--- src/rtl/uplink_pkg.sv ---
package uplink_pkg;
  typedef enum logic [1:0] {
    FR_IDLE  = 2'd0,
    FR_BURST = 2'd1,
    FR_DATA  = 2'd2
  } fr_state_t;
endpackage

--- src/rtl/uplink_sync.sv ---
module uplink_sync #(
  parameter int STAGES = 2
) (
  input  logic clk,
  input  logic rst_n,
  input  logic din,
  output logic dout
);
  logic [STAGES-1:0] chain_q;

  always_ff @(posedge clk) begin
    if (!rst_n) chain_q <= '0;
    else        chain_q <= {chain_q[STAGES-2:0], din};
  end

  assign dout = chain_q[STAGES-1];
endmodule

--- src/rtl/uplink_framer.sv ---
module uplink_framer
  import uplink_pkg::*;
#(
  parameter int BIT_CLKS  = 128,
  parameter int MIN_BURST = 16,
  parameter int WORD_BITS = 16
) (
  input  logic                 clk,
  input  logic                 rst_n,
  input  logic                 line_s,
  output logic [WORD_BITS-1:0] word_q,
  output logic                 word_done,
  output logic                 frame_err
);
  localparam int PH_W  = $clog2(BIT_CLKS);
  localparam int CNT_W = $clog2(MIN_BURST + 1);
  localparam int IDX_W = $clog2(WORD_BITS);
  localparam logic [PH_W-1:0]  PH_HALF = PH_W'(BIT_CLKS / 2);
  localparam logic [PH_W-1:0]  PH_QLO  = PH_W'(BIT_CLKS / 4);
  localparam logic [PH_W-1:0]  PH_QHI  = PH_W'(BIT_CLKS - BIT_CLKS / 4);
  localparam logic [PH_W-1:0]  PH_LAST = PH_W'(BIT_CLKS - 1);
  localparam logic [CNT_W-1:0] CNT_MIN = CNT_W'(MIN_BURST);
  localparam logic [IDX_W-1:0] IDX_LAST = IDX_W'(WORD_BITS - 1);

  fr_state_t        state_q;
  logic             line_d;
  logic [CNT_W-1:0] burst_cnt;
  logic [PH_W-1:0]  phase_q;
  logic [IDX_W-1:0] bit_idx;

  logic rise, fall, mid_region;
  assign rise       = line_s & ~line_d;
  assign fall       = ~line_s & line_d;
  assign mid_region = (phase_q >= PH_QLO) && (phase_q < PH_QHI);

  always_ff @(posedge clk) begin
    if (!rst_n) begin
      state_q   <= FR_IDLE;
      line_d    <= 1'b0;
      burst_cnt <= '0;
      phase_q   <= '0;
      bit_idx   <= '0;
      word_q    <= '0;
      word_done <= 1'b0;
      frame_err <= 1'b0;
    end else begin
      line_d    <= line_s;
      word_done <= 1'b0;
      frame_err <= 1'b0;
      unique case (state_q)
        FR_IDLE: begin
          if (rise) begin
            state_q   <= FR_BURST;
            burst_cnt <= CNT_W'(1);
          end
        end
        FR_BURST: begin
          if (fall) begin
            if (burst_cnt >= CNT_MIN) begin
              state_q <= FR_DATA;
              phase_q <= PH_W'(1);
              bit_idx <= '0;
            end else begin
              state_q <= FR_IDLE;
            end
          end else if (burst_cnt != CNT_MIN) begin
            burst_cnt <= burst_cnt + CNT_W'(1);
          end
        end
        FR_DATA: begin
          phase_q <= (phase_q == PH_LAST) ? '0 : phase_q + PH_W'(1);
          if (rise && mid_region) begin
            frame_err <= 1'b1;
            state_q   <= FR_IDLE;
          end else if (phase_q == PH_HALF) begin
            word_q <= {word_q[WORD_BITS-2:0], line_s};
            if (bit_idx == IDX_LAST) begin
              word_done <= 1'b1;
              state_q   <= FR_IDLE;
            end else begin
              bit_idx <= bit_idx + IDX_W'(1);
            end
          end
        end
        default: state_q <= FR_IDLE;
      endcase
    end
  end
endmodule

--- src/rtl/uplink_out_bank.sv ---
module uplink_out_bank #(
  parameter int WORD_BITS = 16,
  parameter int CMD_BITS  = 4,
  parameter int NUM_OUTS  = 25
) (
  input  logic                 clk,
  input  logic                 rst_n,
  input  logic [WORD_BITS-1:0] word,
  input  logic                 word_done,
  output logic [NUM_OUTS-1:0]  pins,
  output logic                 valid
);
  localparam int DATA_BITS  = WORD_BITS - CMD_BITS;
  localparam int NUM_GROUPS = (NUM_OUTS + DATA_BITS - 1) / DATA_BITS;

  logic [CMD_BITS-1:0] cmd;
  assign cmd = word[WORD_BITS-1:DATA_BITS];

  always_ff @(posedge clk) begin
    if (!rst_n) valid <= 1'b0;
    else        valid <= word_done;
  end

  for (genvar g = 0; g < NUM_GROUPS; g++) begin : g_grp
    localparam int LO = g * DATA_BITS;
    localparam int W  = (NUM_OUTS - LO < DATA_BITS) ? (NUM_OUTS - LO) : DATA_BITS;
    logic [W-1:0] grp_q;

    always_ff @(posedge clk) begin
      if (!rst_n)
        grp_q <= '0;
      else if (word_done && cmd == CMD_BITS'(g + 1))
        grp_q <= word[W-1:0];
    end

    assign pins[LO +: W] = grp_q;
  end
endmodule

--- src/rtl/uplink_cmd_decoder.sv ---
module uplink_cmd_decoder #(
  parameter int BIT_CLKS    = 128,
  parameter int MIN_BURST   = 16,
  parameter int WORD_BITS   = 16,
  parameter int CMD_BITS    = 4,
  parameter int NUM_OUTS    = 25,
  parameter int SYNC_STAGES = 2
) (
  input  logic                clk,
  input  logic                rst_n,
  input  logic                line_in,
  output logic [NUM_OUTS-1:0] pins_out,
  output logic                word_valid,
  output logic                frame_err
);
  logic                 line_s;
  logic [WORD_BITS-1:0] word_q;
  logic                 word_done;

  uplink_sync #(.STAGES(SYNC_STAGES)) u_sync (
    .clk (clk),
    .rst_n (rst_n),
    .din (line_in),
    .dout (line_s)
  );

  uplink_framer #(
    .BIT_CLKS (BIT_CLKS),
    .MIN_BURST (MIN_BURST),
    .WORD_BITS (WORD_BITS)
  ) u_framer (
    .clk (clk),
    .rst_n (rst_n),
    .line_s (line_s),
    .word_q (word_q),
    .word_done (word_done),
    .frame_err (frame_err)
  );

  uplink_out_bank #(
    .WORD_BITS (WORD_BITS),
    .CMD_BITS (CMD_BITS),
    .NUM_OUTS (NUM_OUTS)
  ) u_bank (
    .clk (clk),
    .rst_n (rst_n),
    .word (word_q),
    .word_done (word_done),
    .pins (pins_out),
    .valid (word_valid)
  );
endmodule

--- config.mk ---
export PLATFORM = sky130hd
export DESIGN_NAME = uplink_cmd_decoder
export DESIGN_NICKNAME = d
export VERILOG_FILES = /design/src/rtl/uplink_pkg.sv /design/src/rtl/uplink_sync.sv /design/src/rtl/uplink_framer.sv /design/src/rtl/uplink_out_bank.sv /design/src/rtl/uplink_cmd_decoder.sv
export SDC_FILE = /design/constraint.sdc
export NUM_CORES = 1
export LEC_CHECK = 0
export ABC_CLOCK_PERIOD_IN_PS = 4310
export BUFFER_PORTS_ARGS = -buffer_cell sky130_fd_sc_hd__buf_2
export CAP_MARGIN = 20
export CORE_UTILIZATION = 53
export DETAILED_ROUTE_END_ITERATION = 10
export PLACE_DENSITY_LB_ADDON = 0.2
export SLEW_MARGIN = 20
export SYNTH_ARGS = -nofsm -noshare
export SYNTH_HDL_FRONTEND = slang
export SYNTH_SLANG_ARGS = --single-unit
export TNS_END_PERCENT = 50
--- constraint.sdc ---
create_clock -name clk -period 4.31 [get_ports clk]
set_input_delay 0.431 -clock clk [delete_from_list [all_inputs] [get_ports clk]]
set_output_delay 0.431 -clock clk [all_outputs]
set_load 0.05 [all_outputs]
==> results.md <==
- Max Cap Viol: 0
- PwrDens: 376 nW/um^2
- Post-CTS Setup Repair Bufs: 0
- Worst path required time: 4.58 ns
- Slew Viols, Final: 0
- # DRC: 0
- Initial DRC Count: 57
- Worst r2r dst: u_framer.bit_idx[0]$_SDFFE_PN0P_
- Crit path launch type: register
- CTS tree: built
- Clock transition at path regs: 0.07 ns
- Avg Cell Area, Syn: 9.74 um^2
- Clock Path Buffers: 2
- Fmax: 483 MHz
- Vias in the first global route: 1885
- Core Util, Final: 62.1%
- Clock Tree Root: clkbuf_8
- Yosys cell types: 44
- Crit path cell chain: inv_1 -> ha_1 -> and4_1 -> a211o_1 -> or4_1 -> a21oi_1
- Pin count of the biggest net entering global routing: 49
- Peak supply drop: 0.000216 V
- Flop-to-flop setup slack: 2.24 ns
- CTS HTree Levels: 3
- Final period util: 48.0%
- CTS Buf Count: 9
- Syn nets: 300
- Final Non-Filler Cells: 393
- Rel. slew slack: 44.0%
- Die X: 74.9 um
- Io pins: 30
- Worst-path fanout max: 14
- Inserted Diodes: 0
- Initial antenna violation count: 0
- Crit path from: u_framer.state_q[0]$_SDFFE_PN0P_
- Resized cells post-CTS: 0
- CTS Hold Bufs: 0
- Routed WL per cell: 13.2 um
- Clk_skew: 0.00759 ns
- Yosys reg bits: 65
- Sequential area share after synthesis: 46.2%
- Worst EP arrival: 2.34 ns
- Initial Util: 55.1%
- Nets: 329
- All-Layer GR Usage: 20.2%
- Total power: 1.19 mW
- Worst hold path class: in2reg
- Syn Inst Count: 289
- Share of layout cells above drive strength 1: 16.1%
- Post-synthesis cell area: 2820 um^2
- Critical path class: reg2reg
- TNS Setup: 0 ns
- Cells on worst reg2reg path: 6
- Dpl cells: 377
- Die Y: 74.9 um
- Worst path bufs/invs: 1
- Minimum clock period: 2.07 ns
- LEAKAGE: 1.40 nW
- Slowest cell on crit path: or4_1
- TritonRoute pass-1 iters: 4
- Gp weighted congestion: 0.788
- Reg-to-reg startpoint: u_framer.state_q[0]$_SDFFE_PN0P_
- DP HPWL: 3350 um
- RSZ-0062 raised after global routing: false
- Crit path capture: u_framer.bit_idx[0]$_SDFFE_PN0P_
- Kind of cell adding the most delay to the critical path: simple AND/OR/NAND/NOR gates
- Sink Count: 65
- Port bufs: 29
- Site Rows: 26
- Largest stage delay, worst path: 0.48 ns
- Stages on the worst setup path: 6
- Worst Tran Pin Value: 0.839 ns
- Final Hold Fails: 0
- Die area: 5610 um^2
- Status: finished, final reports clean
- Area growth syn-to-layout: 12.7%
- DRT antenna net count: 0
- Worst-Skew Late Latency: 0.34 ns
- Total wire length: 5180 um
- Setup violators final: 0
- Worst Setup End Kind: register
- Post-DR vias/cell: 5.32
- Remaining global-route overflow: 0
- Warnings from Yosys: 0
- Global-route wire length before repair: 8400 um
- Core Region: 5110 um^2
- Vias: 2092
==> cells by family (layout without fill, tap and decap cells) <==
family / Yosys count / count (layout) / share of synthesized area [%]
buffers and inverters: 23 / 57 / 3.78
xor gates and xnor gates: 1 / 1 / 0.311
muxes: 45 / 45 / 16.0
adders and majority gates: 8 / 8 / 3.56
DFF: 65 / 65 / 46.2
and+or+nand+nor: 105 / 105 / 20.3
AOI/OAI and AO/OA: 42 / 42 / 9.82
==> power by group <==
group	switching [mW]	internal (mW)
sequential	0.00955	0.610
clock	0.226	0.222
combinational	0.0791	0.0478
total	0.314	0.880
==> synthesized netlist by cell type <==
cell type,n,area [um^2]
dfxtp_1,65,1300
o221a_1,2,22.5
buf_6,1,11.3
a21oi_1,9,45.0
ha_1,8,100
a21boi_1,2,15.0
nand3b_4,1,20.0
mux2i_1,45,450
a211oi_1,3,22.5
o22ai_1,1,6.26
nand3_1,4,20.0
nand4b_1,5,43.8
or2b_1,1,7.51
nor4b_2,1,15.0
nor3b_1,1,7.51
a41oi_1,1,8.76
or3b_4,1,11.3
buf_4,3,22.5
xnor2_1,1,8.76
and2_1,5,31.3
a21o_1,2,15.0
nand2_1,11,41.3
nor3b_4,1,18.8
a211o_1,1,8.76
a22o_1,4,35.0
or4_1,2,15.0
a31oi_1,3,18.8
nand2b_1,3,18.8
a32oi_1,1,8.76
and3_1,6,37.5
nor2b_1,1,6.26
nor3b_2,1,12.5
nor3_1,1,5.00
or2_1,1,6.26
and4_1,3,26.3
buf_2,1,5.00
nand4_1,6,37.5
o21ai_0,12,60.1
clkbuf_1,7,26.3
a21bo_2,1,10.0
or2_0,1,6.26
nor2_1,49,184
inv_1,10,37.5
buf_1,1,3.75
==> how the worst min path moves through the flow <==
| stage | start | endpoint | slack (ns) | cells past startpoint |
|---|---|---|---|---|
| after floorplan | u_sync.chain_q[0]$_SDFF_PN0_ | u_sync.chain_q[1]$_SDFF_PN0_ | 0.41 | 1 |
| after global placement | u_sync.chain_q[0]$_SDFF_PN0_ | u_sync.chain_q[1]$_SDFF_PN0_ | 0.42 | 1 |
| after detailed placement | u_sync.chain_q[0]$_SDFF_PN0_ | u_sync.chain_q[1]$_SDFF_PN0_ | 0.43 | 1 |
| after CTS | line_in | u_sync.chain_q[0]$_SDFF_PN0_ | 0.29 | 2 |
| after global routing | line_in | u_sync.chain_q[0]$_SDFF_PN0_ | 0.29 | 2 |
| final | line_in | u_sync.chain_q[0]$_SDFF_PN0_ | 0.30 | 2 |
==> metal layers <==
| metal | GRT usage (%) | routed length (um) |
|---|---|---|
| met4 | 8.18 | 76 |
| met2 | 30.8 | 2280 |
| met3 | 7.36 | 189 |
| met5 | 0 | 0 |
| met1 | 25.9 | 2630 |
==> cell type report <==
| class | instances | area (um^2) |
|---|---|---|
| clock buffers | 11 | 141 |
| clock inverters | 5 | 31.3 |
| fillers | 451 | 1930 |
| inverters | 10 | 37.5 |
| multi-input cells | 201 | 1410 |
| flip-flops and latches | 65 | 1300 |
| well taps | 70 | 87.6 |
| repair buffers | 31 | 160 |
==> flip-flops by register name (all words and copies together), names as in the netlist, 2 cells and up <==
signal and count:
u_framer.word_q 16, u_framer.phase_q 7, u_framer.bit_idx 4, u_sync.chain_q 2, u_framer.state_q 2, u_framer.burst_cnt 5
u_bank.g_grp.grp_q 25
==> placed cells by master, fill, tap and decap left out, drive strengths merged, types with 2 or more instances in the layout <==
cell and instances:
dfxtp 65, a22o 4, nor3b 3, a21o 2, nand4b 5, buf 31, and3 6, and2 5
nor2 49, or4 2, inv 10, mux2i 45, clkbuf 11, and4 3, nand2b 3, nand4 6
a211oi 3, o21ai 12, nand2 11, ha 8, o221a 2, a31oi 3, a21boi 2, a21oi 9
nand3 4, or2 2, clkinv 4
==> stage by stage <==
stage	area [um^2]	hold slack (ns)	worst slack [ns]
after global placement	2990	0.419	2.18
after floorplan	2820	0.412	2.56
after CTS	3170	0.290	2.25
after global routing	3170	0.289	2.13
final	3170	0.299	2.24
after detailed placement	3000	0.427	2.29
Power figures use the tool's default switching activity.
